==> config.mk <==
export PLATFORM = sky130hd
export DESIGN_NAME = wbuf_fwd
export DESIGN_NICKNAME = d
export VERILOG_FILES = /design/src/rtl/wbf_pkg.sv /design/src/rtl/wbf_ring.sv /design/src/rtl/wbf_lookup.sv /design/src/rtl/wbuf_fwd.sv
export SDC_FILE = /design/constraint.sdc
export NUM_CORES = 1
export LEC_CHECK = 0
export BUFFER_PORTS_ARGS = -buffer_cell sky130_fd_sc_hd__buf_2
export CORE_MARGIN = 1
export CORE_UTILIZATION = 30
export DETAILED_ROUTE_END_ITERATION = 7
export GPL_TIMING_DRIVEN = 0
export HOLD_SLACK_MARGIN = 0.12
export PLACE_DENSITY = 0.51
export SYNTH_ARGS = -nofsm -noshare
export SYNTH_HDL_FRONTEND = slang
export SYNTH_SLANG_ARGS = --single-unit
==> constraint.sdc <==
create_clock -name clk -period 8.8 [get_ports clk]
set_input_delay 1.76 -clock clk [delete_from_list [all_inputs] [get_ports clk]]
set_output_delay 1.76 -clock clk [all_outputs]
set_load 0.02 [all_outputs]
==> src/rtl/wbf_pkg.sv <==
// Package: shared types for the posted-write queue.
// Assumes nothing beyond IEEE 1800-2017 enum support.
package wbf_pkg;
    // Owner of the shared downstream request port in a cycle.
    typedef enum logic [1:0] {
        PORT_IDLE  = 2'd0,
        PORT_READ  = 2'd1,
        PORT_DRAIN = 2'd2
    } port_sel_e;
endpackage

==> src/rtl/wbf_ring.sv <==
// Module: circular store of pending writes, oldest at the head slot.
// Assumes DEPTH is a power of two, at least 2, so pointer wrap is free.
// The caller must not push while full or pop while empty.
module wbf_ring #(
    parameter int ADDR_W = 32,
    parameter int DATA_W = 32,
    parameter int DEPTH  = 4,
    localparam int PTR_W = $clog2(DEPTH),
    localparam int CNT_W = PTR_W + 1
) (
    input  logic                           clk,
    input  logic                           rst_n,
    input  logic                           push,
    input  logic [ADDR_W-1:0]              push_addr,
    input  logic [DATA_W-1:0]              push_data,
    input  logic                           pop,
    output logic [DEPTH-1:0][ADDR_W-1:0]   slot_addr,
    output logic [DEPTH-1:0][DATA_W-1:0]   slot_data,
    output logic [PTR_W-1:0]               head,
    output logic [CNT_W-1:0]               count,
    output logic                           full,
    output logic                           empty
);
    logic [PTR_W-1:0] tail;

    assign tail  = head + count[PTR_W-1:0];
    assign full  = (count == CNT_W'(DEPTH));
    assign empty = (count == '0);

    // Capture an accepted write into the slot after the youngest entry.
    always_ff @(posedge clk) begin
        if (push) begin
            slot_addr[tail] <= push_addr;
            slot_data[tail] <= push_data;
        end
    end

    // Advance the head pointer and track the occupancy.
    always_ff @(posedge clk) begin
        if (!rst_n) begin
            head  <= '0;
            count <= '0;
        end else begin
            if (pop) head <= head + 1'b1;
            case ({push, pop})
                2'b10:   count <= count + 1'b1;
                2'b01:   count <= count - 1'b1;
                default: count <= count;
            endcase
        end
    end
endmodule

==> src/rtl/wbf_lookup.sv <==
// Module: parallel address compare over all pending entries plus the write
// being accepted this cycle; returns the youngest match.
// Assumes slots are ordered oldest-first starting at head, DEPTH power of two.
module wbf_lookup #(
    parameter int ADDR_W = 32,
    parameter int DATA_W = 32,
    parameter int DEPTH  = 4,
    localparam int PTR_W = $clog2(DEPTH),
    localparam int CNT_W = PTR_W + 1
) (
    input  logic [DEPTH-1:0][ADDR_W-1:0]   slot_addr,
    input  logic [DEPTH-1:0][DATA_W-1:0]   slot_data,
    input  logic [PTR_W-1:0]               head,
    input  logic [CNT_W-1:0]               count,
    input  logic                           inc_valid,
    input  logic [ADDR_W-1:0]              inc_addr,
    input  logic [DATA_W-1:0]              inc_data,
    input  logic [ADDR_W-1:0]              key,
    output logic                           hit,
    output logic [DATA_W-1:0]              data
);
    // Walk from oldest to youngest so the last match seen wins.
    always_comb begin : walk
        logic [PTR_W-1:0] s;
        hit  = 1'b0;
        data = '0;
        for (int i = 0; i < DEPTH; i++) begin
            s = head + PTR_W'(i);
            if ((CNT_W'(i) < count) && (slot_addr[s] == key)) begin
                hit  = 1'b1;
                data = slot_data[s];
            end
        end
        if (inc_valid && (inc_addr == key)) begin
            hit  = 1'b1;
            data = inc_data;
        end
    end
endmodule

==> src/rtl/wbuf_fwd.sv <==
// Module: posted-write queue with read-miss bypass (top).
// Writes are taken while not full and drained in order over a shared
// valid/ready port; an unmatched read miss owns that port first.
// Assumes DEPTH is a power of two and at least 2.
module wbuf_fwd
    import wbf_pkg::*;
#(
    parameter int ADDR_W = 32,
    parameter int DATA_W = 32,
    parameter int DEPTH  = 4,
    localparam int PTR_W = $clog2(DEPTH),
    localparam int CNT_W = PTR_W + 1
) (
    input  logic              clk,
    input  logic              rst_n,
    input  logic              wr_valid,
    output logic              wr_ready,
    input  logic [ADDR_W-1:0] wr_addr,
    input  logic [DATA_W-1:0] wr_data,
    input  logic              rd_valid,
    input  logic [ADDR_W-1:0] rd_addr,
    output logic              rd_ready,
    output logic              rd_hit,
    output logic [DATA_W-1:0] rd_data,
    output logic              nl_valid,
    input  logic              nl_ready,
    output logic              nl_write,
    output logic [ADDR_W-1:0] nl_addr,
    output logic [DATA_W-1:0] nl_data
);
    logic [DEPTH-1:0][ADDR_W-1:0] slot_addr;
    logic [DEPTH-1:0][DATA_W-1:0] slot_data;
    logic [PTR_W-1:0]             head;
    logic [CNT_W-1:0]             fill;
    logic                         full, empty;
    logic                         push, pop;
    logic                         lk_hit;
    logic [DATA_W-1:0]            lk_data;
    port_sel_e                    sel;

    assign push     = wr_valid & ~full;
    assign wr_ready = ~full;

    wbf_ring #(.ADDR_W(ADDR_W), .DATA_W(DATA_W), .DEPTH(DEPTH)) u_ring (
        .clk       (clk),
        .rst_n     (rst_n),
        .push      (push),
        .push_addr (wr_addr),
        .push_data (wr_data),
        .pop       (pop),
        .slot_addr (slot_addr),
        .slot_data (slot_data),
        .head      (head),
        .count     (fill),
        .full      (full),
        .empty     (empty)
    );

    wbf_lookup #(.ADDR_W(ADDR_W), .DATA_W(DATA_W), .DEPTH(DEPTH)) u_lookup (
        .slot_addr (slot_addr),
        .slot_data (slot_data),
        .head      (head),
        .count     (fill),
        .inc_valid (push),
        .inc_addr  (wr_addr),
        .inc_data  (wr_data),
        .key       (rd_addr),
        .hit       (lk_hit),
        .data      (lk_data)
    );

    // Choose the downstream port owner: unmatched read, then drain.
    always_comb begin
        if (rd_valid && !lk_hit) sel = PORT_READ;
        else if (!empty)         sel = PORT_DRAIN;
        else                     sel = PORT_IDLE;
    end

    // Drive the downstream request fields from the chosen owner.
    always_comb begin
        nl_valid = (sel != PORT_IDLE);
        nl_write = (sel == PORT_DRAIN);
        nl_addr  = (sel == PORT_READ) ? rd_addr : slot_addr[head];
        nl_data  = slot_data[head];
    end

    assign pop      = (sel == PORT_DRAIN) & nl_ready;
    assign rd_hit   = rd_valid & lk_hit;
    assign rd_data  = lk_data;
    assign rd_ready = rd_valid & (lk_hit | nl_ready);
endmodule

Yosys cells after proc, flatten, opt, wreduce, memory -nomap -nowiden
Cells that the tools add are included.
{"block": "classes", "bitwise": 6, "n_reduce_logical": 11, "order_cmp": 10, "n_mux": 34, "n_addsub": 6, "n_eq_ne": 10}
{"cell": "$bmux 32 s2", "count": 8}
{"cell": "$mux 32", "count": 15}
{"cell": "$bwmux 128", "count": 2}
{"cell": "$eq 32x32->1", "count": 5}
{"cell": "$demux 32 s2", "count": 1}
{"cell": "$lt 2x3->1 const B", "count": 5}
{"cell": "$logic_and 1x1->1", "count": 7}
{"cell": "$lt 1x3->1 const A", "count": 2}
{"cell": "$lt 2x3->1 const A", "count": 2}
{"cell": "$pmux 3 s2", "count": 1}
{"cell": "$mux 1", "count": 5}
{"cell": "$add 2x2->2 const B", "count": 2}
{"cell": "$and 1x1->1", "count": 4}
{"cell": "$eq 2x1->1 const B", "count": 2}
{"cell": "$eq 2x2->1 const B", "count": 2}
{"cell": "$mux 2", "count": 2}
{"cell": "$reduce_bool 2->1", "count": 2}
{"cell": "$add 3x1->3 const B", "count": 1}
{"cell": "$eq 3x3->1 const B", "count": 1}
{"cell": "$logic_not 3->1", "count": 1}
{"cell": "$sub 3x1->3 const B", "count": 1}
{"cell": "$add 2x1->2 const B", "count": 1}
{"cell": "$add 2x2->2", "count": 1}
{"cell": "$ge 2x1->1 const B", "count": 1}
{"cell": "other kinds (3)", "count": 3}
{"block": "word_totals", "register_bits": 261, "inputBits": 101, "out_inout_bits": 101}

Logic depth before layout (Yosys ltp)
Gate-level depths: netlist of run 1.
{"block": "logic_depth", "ltp_word": 16, "mapped_depth": 18, "depth_no_buf": 14}

Hierarchy
Synthesis of run 1 repeated with hierarchy kept, for this count alone.
{"block": "hier_totals", "hier_cells": 1667, "hier_area_um2": 19309.8}
{"mod": "wbf_lookup", "cells_per_inst": 1251, "seq_area_each_um2": 0.0, "n_inst": 1, "area_each_um2": 9196.3}
{"mod": "wbf_ring", "cells_per_inst": 293, "seq_area_each_um2": 7787.5, "n_inst": 1, "area_each_um2": 8001.4}
{"mod": "wbuf_fwd", "cells_per_inst": 123, "seq_area_each_um2": 0.0, "n_inst": 1, "area_each_um2": 2112.0}

Worst setup path before layout of run 1
No wires, ideal clock.
{"block": "synth_path", "path_type": "register to register", "startpoint": "reg, netlist name u_ring.head[1]", "endpoint": "reg u_ring.slot_addr[0] (netlist bit) (enable)", "path_stages_with_launch": 12, "arrival_ps": 6828, "path_slack_ps": 1407, "synth_period_minus_slack_ps": 7393, "cell_sequence": "dfxtp_1 -> buf_2 -> buf_4 -> buf_4 -> buf_2 -> buf_2 -> buf_2 -> buf_2 -> buf_1 -> clkbuf_1 -> xnor2_1 -> nor3_1"}
{"item": "to (signal, indexed assignment)", "line": "wbf_ring.sv:33", "text": "slot_addr[tail] <= push_addr;"}
{"item": "to (decl)", "line": "wbf_ring.sv:17", "text": "output logic [DEPTH-1:0][ADDR_W-1:0] slot_addr,"}

Worst setup path in the final report of run 1
{"block": "layout_path", "startpoint": "in rd_addr[19]", "endpoint": "out rd_data[2]"}
{"block": "layout_between", "elab_chain_cells": 7, "word_cells_on_any_way": 15}
{"item": "from (decl)", "line": "wbuf_fwd.sv:21", "text": "input logic [ADDR_W-1:0] rd_addr,"}
{"item": "$eq 32x32->1", "line": "wbf_lookup.sv:29", "text": "if ((CNT_W'(i) < count) && (slot_addr[s] == key)) begin"}
{"item": "$logic_and 1x1->1", "line": "wbf_lookup.sv:29"}
{"item": "$mux 32 (4 in a row)", "line": "wbf_lookup.sv:29"}
{"item": "$mux 32 *", "line": "wbf_lookup.sv:34", "text": "if (inc_valid && (inc_addr == key)) begin"}
{"item": "to (decl)", "line": "wbuf_fwd.sv:24", "text": "output logic [DATA_W-1:0] rd_data,"}
Mark *: on every way between the ends. The rest lies on a longest branch, timed or not.

==> flow_summary_export.csv, run 1 <==
group,metric,value,unit
outcome,status,"complete, no violations",
yosys,synth_edf_count,256,
worst_setup_path,critical_path_endpoint_category,"primary output",
worst_setup_path,rr_endpoint,"u_ring.slot_addr[25]$_DFFE_PP_",
yosys,synth_sequential_area_ratio,43.4,%
yosys,synthesis.instances,1273,
placed_design,placedInstanceArea,0.0201,sq mm
yosys,synth.ff_latch_count,261,
cts,clk_sinks,261,
yosys,synth_cell_type_count,66,
yosys,ys_top_cells_by_count,"edfxtp_1 (256), mux4_2 (183), mux2i_1 (112)",
floorplan,floorplan.die.height,246,um
yosys,synthArstFlopShare,0,%
pwr,power.net_switching,1.49,mW
yosys,yosys.cell_count.top_type,"edfxtp_1",
pwr,p_per_area,210,mW/mm^2
sta,max_freq,119,MHz
worst_setup_path,critical_path_peak_fanout,10,
sta,finalSetupViolations,0,
worst_setup_path,path_class,"input pin to primary output",
detailed_routing,routed_wirelength,70.6,mm
sta,final_worst_path_cycle_share,95.5,%
worst_setup_path,worst_setup_path_start_kind,"input pin",
worst_setup_path,timing.reg2reg.setup_slack,3.15,ns
worst_setup_path,reg2reg_from,"u_ring.head[1]$_SDFFE_PN0P_",
sta,timing_worst_slew_pin_value,1.10,ns
pwr,clockPowerShare,32.1,%
layout,layout-area-overhead-vs-synth,18.5,%
worst_setup_path,timing.critical_path.cells,"buf_2, clkbuf_1, xor2_1, nor4_1, nand4_1, nor4_1, nand4_1, nand2b_1, clkbuf_1, o22ai_1, a311oi_1, buf_2",
yosys,synth_fp_nets,1380,
floorplan,io_pins,202,
yosys,synth_top_cell_area_share,42.9,%
layout,stdcell_count,2310,
layout,fin_util,36.0,%
layout,multiInputGateArea,0.00946,sq mm
layout,layout.filler_cells,5693,
global_route,wire_length_of_the_first_global_routing_pass,100,mm
layout,design_area,0.0212,sq mm
pwr,power.sequential.fraction,37.3,%
layout,post_route_cells_drive_above_1_share,34.2,%
global_route,grt_max_degree,25,
yosys,postSynthAreaPerCell,14.1,sq um
cts,clk_transition_reported_paths,0.06,ns
detailed_routing,ant_nets,0,
placed_design,post_dp_hpwl,52.8,mm
sta,worst_clock_skew,0.0308,ns
cts,cts_tree,"yes",
layout,design.final.nets,1617,
worst_setup_path,critical-path-max-stage-delay,0.65,ns
layout,register_area,0.00779,sq mm
floorplan,design.core.area,0.0590,sq mm
floorplan,fp.dieW,246,um
pwr,power.leakage,6.86,nW
yosys,synth_largest_area_cell,"edfxtp_1",
floorplan,dieArea,0.0608,sq mm
sta,period_needed,8.41,ns
cts,cts_max_level,2,
worst_setup_path,worstPathBufferInverterCount,4,
yosys,netlist_area,0.0179,sq mm
cts,holdBufCountCts,0,
placed_design,place.gp.congestion,0.970,
sta,number_of_max_slew_violations_in_the_final_report,0,
worst_setup_path,rr_worst_depth,14,
detailed_routing,detail_route.vias_per_cell,5.91,
min_path,hp-class,"register to register",
detailed_routing,vias,13642,
min_path,hold_path_end,"u_ring.count[2]$_SDFFE_PN0P_",
yosys,synth_ff_type,"edfxtp_1",
detailed_routing,post_route_drc_violation_count,0,
detailed_routing,dr.pass1.iters,6,
cts,cts_buffer_depth,3,
worst_setup_path,timing.critical_path.required,7.04,ns
placed_design,place_inst,2246,
cts,insertion_delay,0.57,ns
sta,rsz0062_at_grt,"no",
sta,final-hold-violation-count,0,
global_route,grt_antenna_before_repair,8,
global_route,number_of_global_route_vias_before_repair,13617,
floorplan,placementRows,89,
sta,slew_headroom,26.6,%
cts,cts_made_buffers,35,
cts,post_cts_resize_count,0,
global_route,grtUsageTotal,23.1,%
pwr,intPower,2.98,mW
run,drv.max_cap_violation_count,0,
yosys,yosys_warns,0,
yosys,synthTopCellsByArea,"edfxtp_1 (43%), mux4_2 (23%), mux2i_1 (6.3%)",
worst_setup_path,path_delay_family,"simple AND/OR/NAND/NOR gates",
floorplan,floorplan.initialDensity,30.4,%
worst_setup_path,cpMaxStageDelayCell,"nor4_1",
placed_design,port_buffers,178,
cts,clockRootBuffer,"clkbuf_16",
global_route,grt_overflow,0,
pwr,pwr-share-comb,30.6,%
pwr,ir_worst_vdd,0.154,mV
detailed_routing,wire_per_inst,30.6,um
cts,post_cts_buffers,0,
worst_setup_path,crit_arrival,6.65,ns
detailed_routing,drt-initial-drc-count,1277,
min_path,worstHoldPathCells,2,
min_path,min_from,"u_ring.count[2]$_SDFFE_PN0P_",
pwr,switching_power_share_of_the_total,33.3,%
how the worst max path moves through the flow:
stage,startpoint,to,slack [ns],cells past startpoint
after floorplan,u_ring.head[1]$_SDFFE_PN0P_,u_ring.slot_addr[0]$_DFFE_PP_,1.41,11
after global placement,u_ring.head[1]$_SDFFE_PN0P_,u_ring.slot_data[8]$_DFFE_PP_,-5.46,11
after detailed placement,rd_addr[19],rd_data[2],0.68,12
after CTS,u_ring.head[1]$_SDFFE_PN0P_,rd_data[2],0.67,15
after global routing,rd_addr[1],rd_data[2],0.40,12
final,rd_addr[19],rd_data[2],0.39,12
cell usage in the layout, fill, tap and decap left out, drive strengths merged, types with 3 or more instances in the layout:
| cell type | count |
|---|---|
| ha | 6 |
| o22ai | 45 |
| nand2b | 38 |
| clkbuf | 101 |
| xor2 | 53 |
| a221oi | 5 |
| nor2b | 3 |
| nor2 | 55 |
| buf | 264 |
| nand2 | 30 |
| a311oi | 33 |
| diode | 3 |
| mux2 | 36 |
| and2 | 6 |
| nor4 | 18 |
| mux4 | 184 |
| o211ai | 3 |
| bufinv | 4 |
| a21oi | 23 |
| inv | 12 |
| a211oi | 7 |
| edfxtp | 256 |
| o2bb2ai | 4 |
| o21ai | 21 |
| dfxtp | 5 |
| mux2i | 113 |
| nand4 | 14 |
| nor3 | 9 |
| o21a | 4 |
| a221o | 5 |
| clkinv | 13 |
| o221ai | 4 |
| xnor2 | 75 |
| a22oi | 5 |
| o2111ai | 3 |
| nand3 | 48 |
power by group through the flow:
| stage | clock network [mW] | registers, mW | logic [mW] |
|---|---|---|---|
| 2_1_floorplan | 0 | 1.67 | 0.861 |
| 3_3_place_gp | 0 | 1.73 | 1.29 |
| 3_5_place_dp | 0 | 1.68 | 1.36 |
| 4_1_cts | 1.46 | 1.66 | 1.36 |
| 5_1_grt | 1.50 | 1.68 | 1.44 |
| 6_report | 1.43 | 1.66 | 1.37 |
state kept, by name, indices dropped and copies added, names as in the netlist:
name	cells
u_ring.slot_data	128
u_ring.head	2
u_ring.count	3
u_ring.slot_addr	128
stage by stage:
| step | hold slack [ns] | setup TNS (ns) | power (mW) | setup slack, ns |
|---|---|---|---|---|
| 2_1_floorplan | 0.524 | 0 | 2.53 | 1.41 |
| 3_3_place_gp | 0.624 | -777.86 | 3.02 | -5.46 |
| 3_5_place_dp | 0.625 | 0 | 3.04 | 0.678 |
| 4_1_cts | 0.638 | 0 | 4.49 | 0.669 |
| 5_1_grt | 0.671 | 0 | 4.62 | 0.398 |
| 6_report | 0.648 | 0 | 4.46 | 0.394 |
worst min-delay path: cells and delay by family, from the launching register on:
family | cells | cell delay [ns]
compound gates | 2 | 0.19
flops | 1 | 0.40
layer usage:
metal	wire length [um]	vias up	global-route usage, %
met1	28600	7126	30.0
met3	6280	109	5.82
met5	58	-	0
met4	2080	8	7.12
li1	-	5688	-
met2	33600	711	37.6
cells by family (layout without fill, tap and decap cells):
family / Yosys count / in the layout / synth area share [%]
multiplexers: 333 / 333 / 32.2
XOR/XNOR: 128 / 128 / 6.25
AND/OR/NAND/NOR: 232 / 232 / 6.66
buffers and inverters: 135 / 396 / 3.97
adder cells (fa/ha/maj): 6 / 6 / 0.419
flip-flops: 261 / 261 / 43.4
AO/OA/AOI/OAI: 178 / 178 / 7.05
other: 0 / 3 / 0
cell type report:
class | count | area share [%]
Tap cell | 773 | 4.55
Clock inverter | 19 | 1.05
Inverter | 12 | 0.212
Antenna cell | 3 | 0.0353
Multi-Input combinational cell | 877 | 44.5
Sequential cell | 261 | 36.6
Clock buffer | 42 | 4.25
Timing Repair Buffer | 200 | 5.62
Buffer | 123 | 3.14
(Power assumes the default switching activity.)
==> run 2: changes to the inputs <==
Settings changed: CORE_MARGIN 1 to 5, SLEW_MARGIN set to 40.
==> run 2 against run 1 <==
- core utilization down 0.10 points
- clock power down 13%
- combinational power about the same
- wire length up 2.4%
==> flow_summary_export.csv, run 2 (synthesis gave the netlist of run 1 again) <==
group,metric,value,unit
outcome,status,"complete, no violations",
cts,cts_made_buffers,31,
worst_setup_path,worst_setup_path_start_kind,"input pin",
detailed_routing,dr.pass1.iters,6,
pwr,p_per_area,203,mW/mm^2
detailed_routing,routed_wirelength,72.4,mm
floorplan,io_pins,202,
cts,clockRootBuffer,"clkbuf_16",
layout,design.final.nets,1630,
detailed_routing,wire_per_inst,31.1,um
worst_setup_path,critical_path_peak_fanout,10,
floorplan,floorplan.initialDensity,30.3,%
cts,post_cts_resize_count,0,
layout,fin_util,35.9,%
global_route,wire_length_of_the_first_global_routing_pass,103,mm
floorplan,floorplan.die.height,254,um
detailed_routing,drt-initial-drc-count,1233,
layout,layout-area-overhead-vs-synth,18.4,%
cts,holdBufCountCts,0,
detailed_routing,post_route_drc_violation_count,0,
global_route,grt_max_degree,17,
sta,worst_clock_skew,0.0120,ns
global_route,grt_antenna_before_repair,11,
run,drv.max_cap_violation_count,0,
sta,slew_headroom,41.4,%
layout,mostFrequentLayoutCell,"edfxtp_1",
layout,layout.filler_cells,5784,
layout,design_area,0.0212,sq mm
worst_setup_path,timing.critical_path.required,7.04,ns
sta,worst_case_hold_slack,0.682,ns
sta,number_of_max_slew_violations_in_the_final_report,0,
sta,final-hold-violation-count,0,
floorplan,fp.dieW,254,um
layout,layout_common_cells,"edfxtp_1 (256), buf_2 (220), mux4_2 (183)",
placed_design,placedInstanceArea,0.0203,sq mm
detailed_routing,ant_nets,0,
worst_setup_path,crit_arrival,6.52,ns
placed_design,post_dp_hpwl,55.2,mm
sta,rsz0062_at_grt,"no",
global_route,grtUsageTotal,21.7,%
sta,timing_worst_slew_pin_value,0.879,ns
pwr,ir_worst_vdd,0.171,mV
cts,cts_buffer_depth,3,
worst_setup_path,path_class,"input pin to primary output",
floorplan,placementRows,89,
floorplan,dieArea,0.0648,sq mm
global_route,number_of_global_route_vias_before_repair,14001,
cts,clk_transition_reported_paths,0.06,ns
sta,period_needed,8.28,ns
sta,setup_total_negative_slack,0,ns
pwr,totalPowerFinal,4.30,mW
sta,final_worst_path_cycle_share,94.1,%
worst_setup_path,critical_path_endpoint_category,"primary output",
min_path,hp-class,"register to register",
cts,post_cts_buffers,0,
placed_design,place.gp.congestion,0.972,
placed_design,port_buffers,178,
layout,largestRegisters,"u_ring.slot_addr x128, u_ring.slot_data x128, u_ring.count x3",
cts,cts_max_level,1,
cts,insertion_delay,0.60,ns
cts,clk_sinks,261,
sta,finalSetupViolations,0,
global_route,grt_overflow,0,
floorplan,design.core.area,0.0591,sq mm
detailed_routing,vias,13740,
cts,cts_tree,"yes",
detailed_routing,detail_route.vias_per_cell,5.91,
layout,post_route_cells_drive_above_1_share,35.3,%
pwr,power.leakage,6.94,nW
sta,max_freq,121,MHz
[run 2: metal layers]
metal,vias to the layer above,wire [um],GRT usage [%]
li1,5713,-,-
met1,7117,28400,28.0
met2,757,34500,35.6
met3,137,6700,6.17
met4,16,2620,6.67
met5,-,161,0.879
[run 2: worst max-delay path: stages]
cell and delay (ns):
buf_2 0.17, clkbuf_1 0.58, xor2_1 0.14, nor4_1 0.51, nand4_1 0.18, nor4_1 0.58
nand4_1 0.57, nand2b_1 0.45, clkbuf_1 0.59, o22ai_1 0.18, a311oi_1 0.53, buf_2 0.27
[run 2: area by class of cell]
cell class	count	area (sq um)	share of cell area, %
multi-input combinational	877	9460	44.5
sequential	261	7790	36.7
timing repair buffer	217	1330	6.25
tap	773	967	4.56
clock buffer	46	862	4.06
buffer	123	683	3.22
clock inverter	12	96.3	0.454
inverter	12	45.0	0.212
antenna	2	5.00	0.0236
[run 2: through the flow]
step           setup WS, ns  std cells
2_1_floorplan          1.41       1273
3_3_place_gp          -5.81       2224
3_5_place_dp          0.766       2263
4_1_cts               0.690       2321
5_1_grt               0.513       2323
6_report              0.520       2323
[run 2: power breakdown]
part / total [mW] / internal (mW) / switching, mW
logic: 1.39 / 0.584 / 0.811
clock network: 1.24 / 0.704 / 0.535
registers: 1.67 / 1.55 / 0.114
[run 2: final timing paths]
path	cells past startpoint	end	startpoint	slack [ns]
worst max-delay path	12	rd_data[29]	rd_addr[25]	0.52
worst max register to register	15	u_ring.slot_data[15]$_DFFE_PP_	u_ring.head[1]$_SDFFE_PN0P_	3.32
worst min-delay path	2	u_ring.count[2]$_SDFFE_PN0P_	u_ring.count[2]$_SDFFE_PN0P_	0.68
worst min register to register	2	u_ring.count[2]$_SDFFE_PN0P_	u_ring.count[2]$_SDFFE_PN0P_	0.68
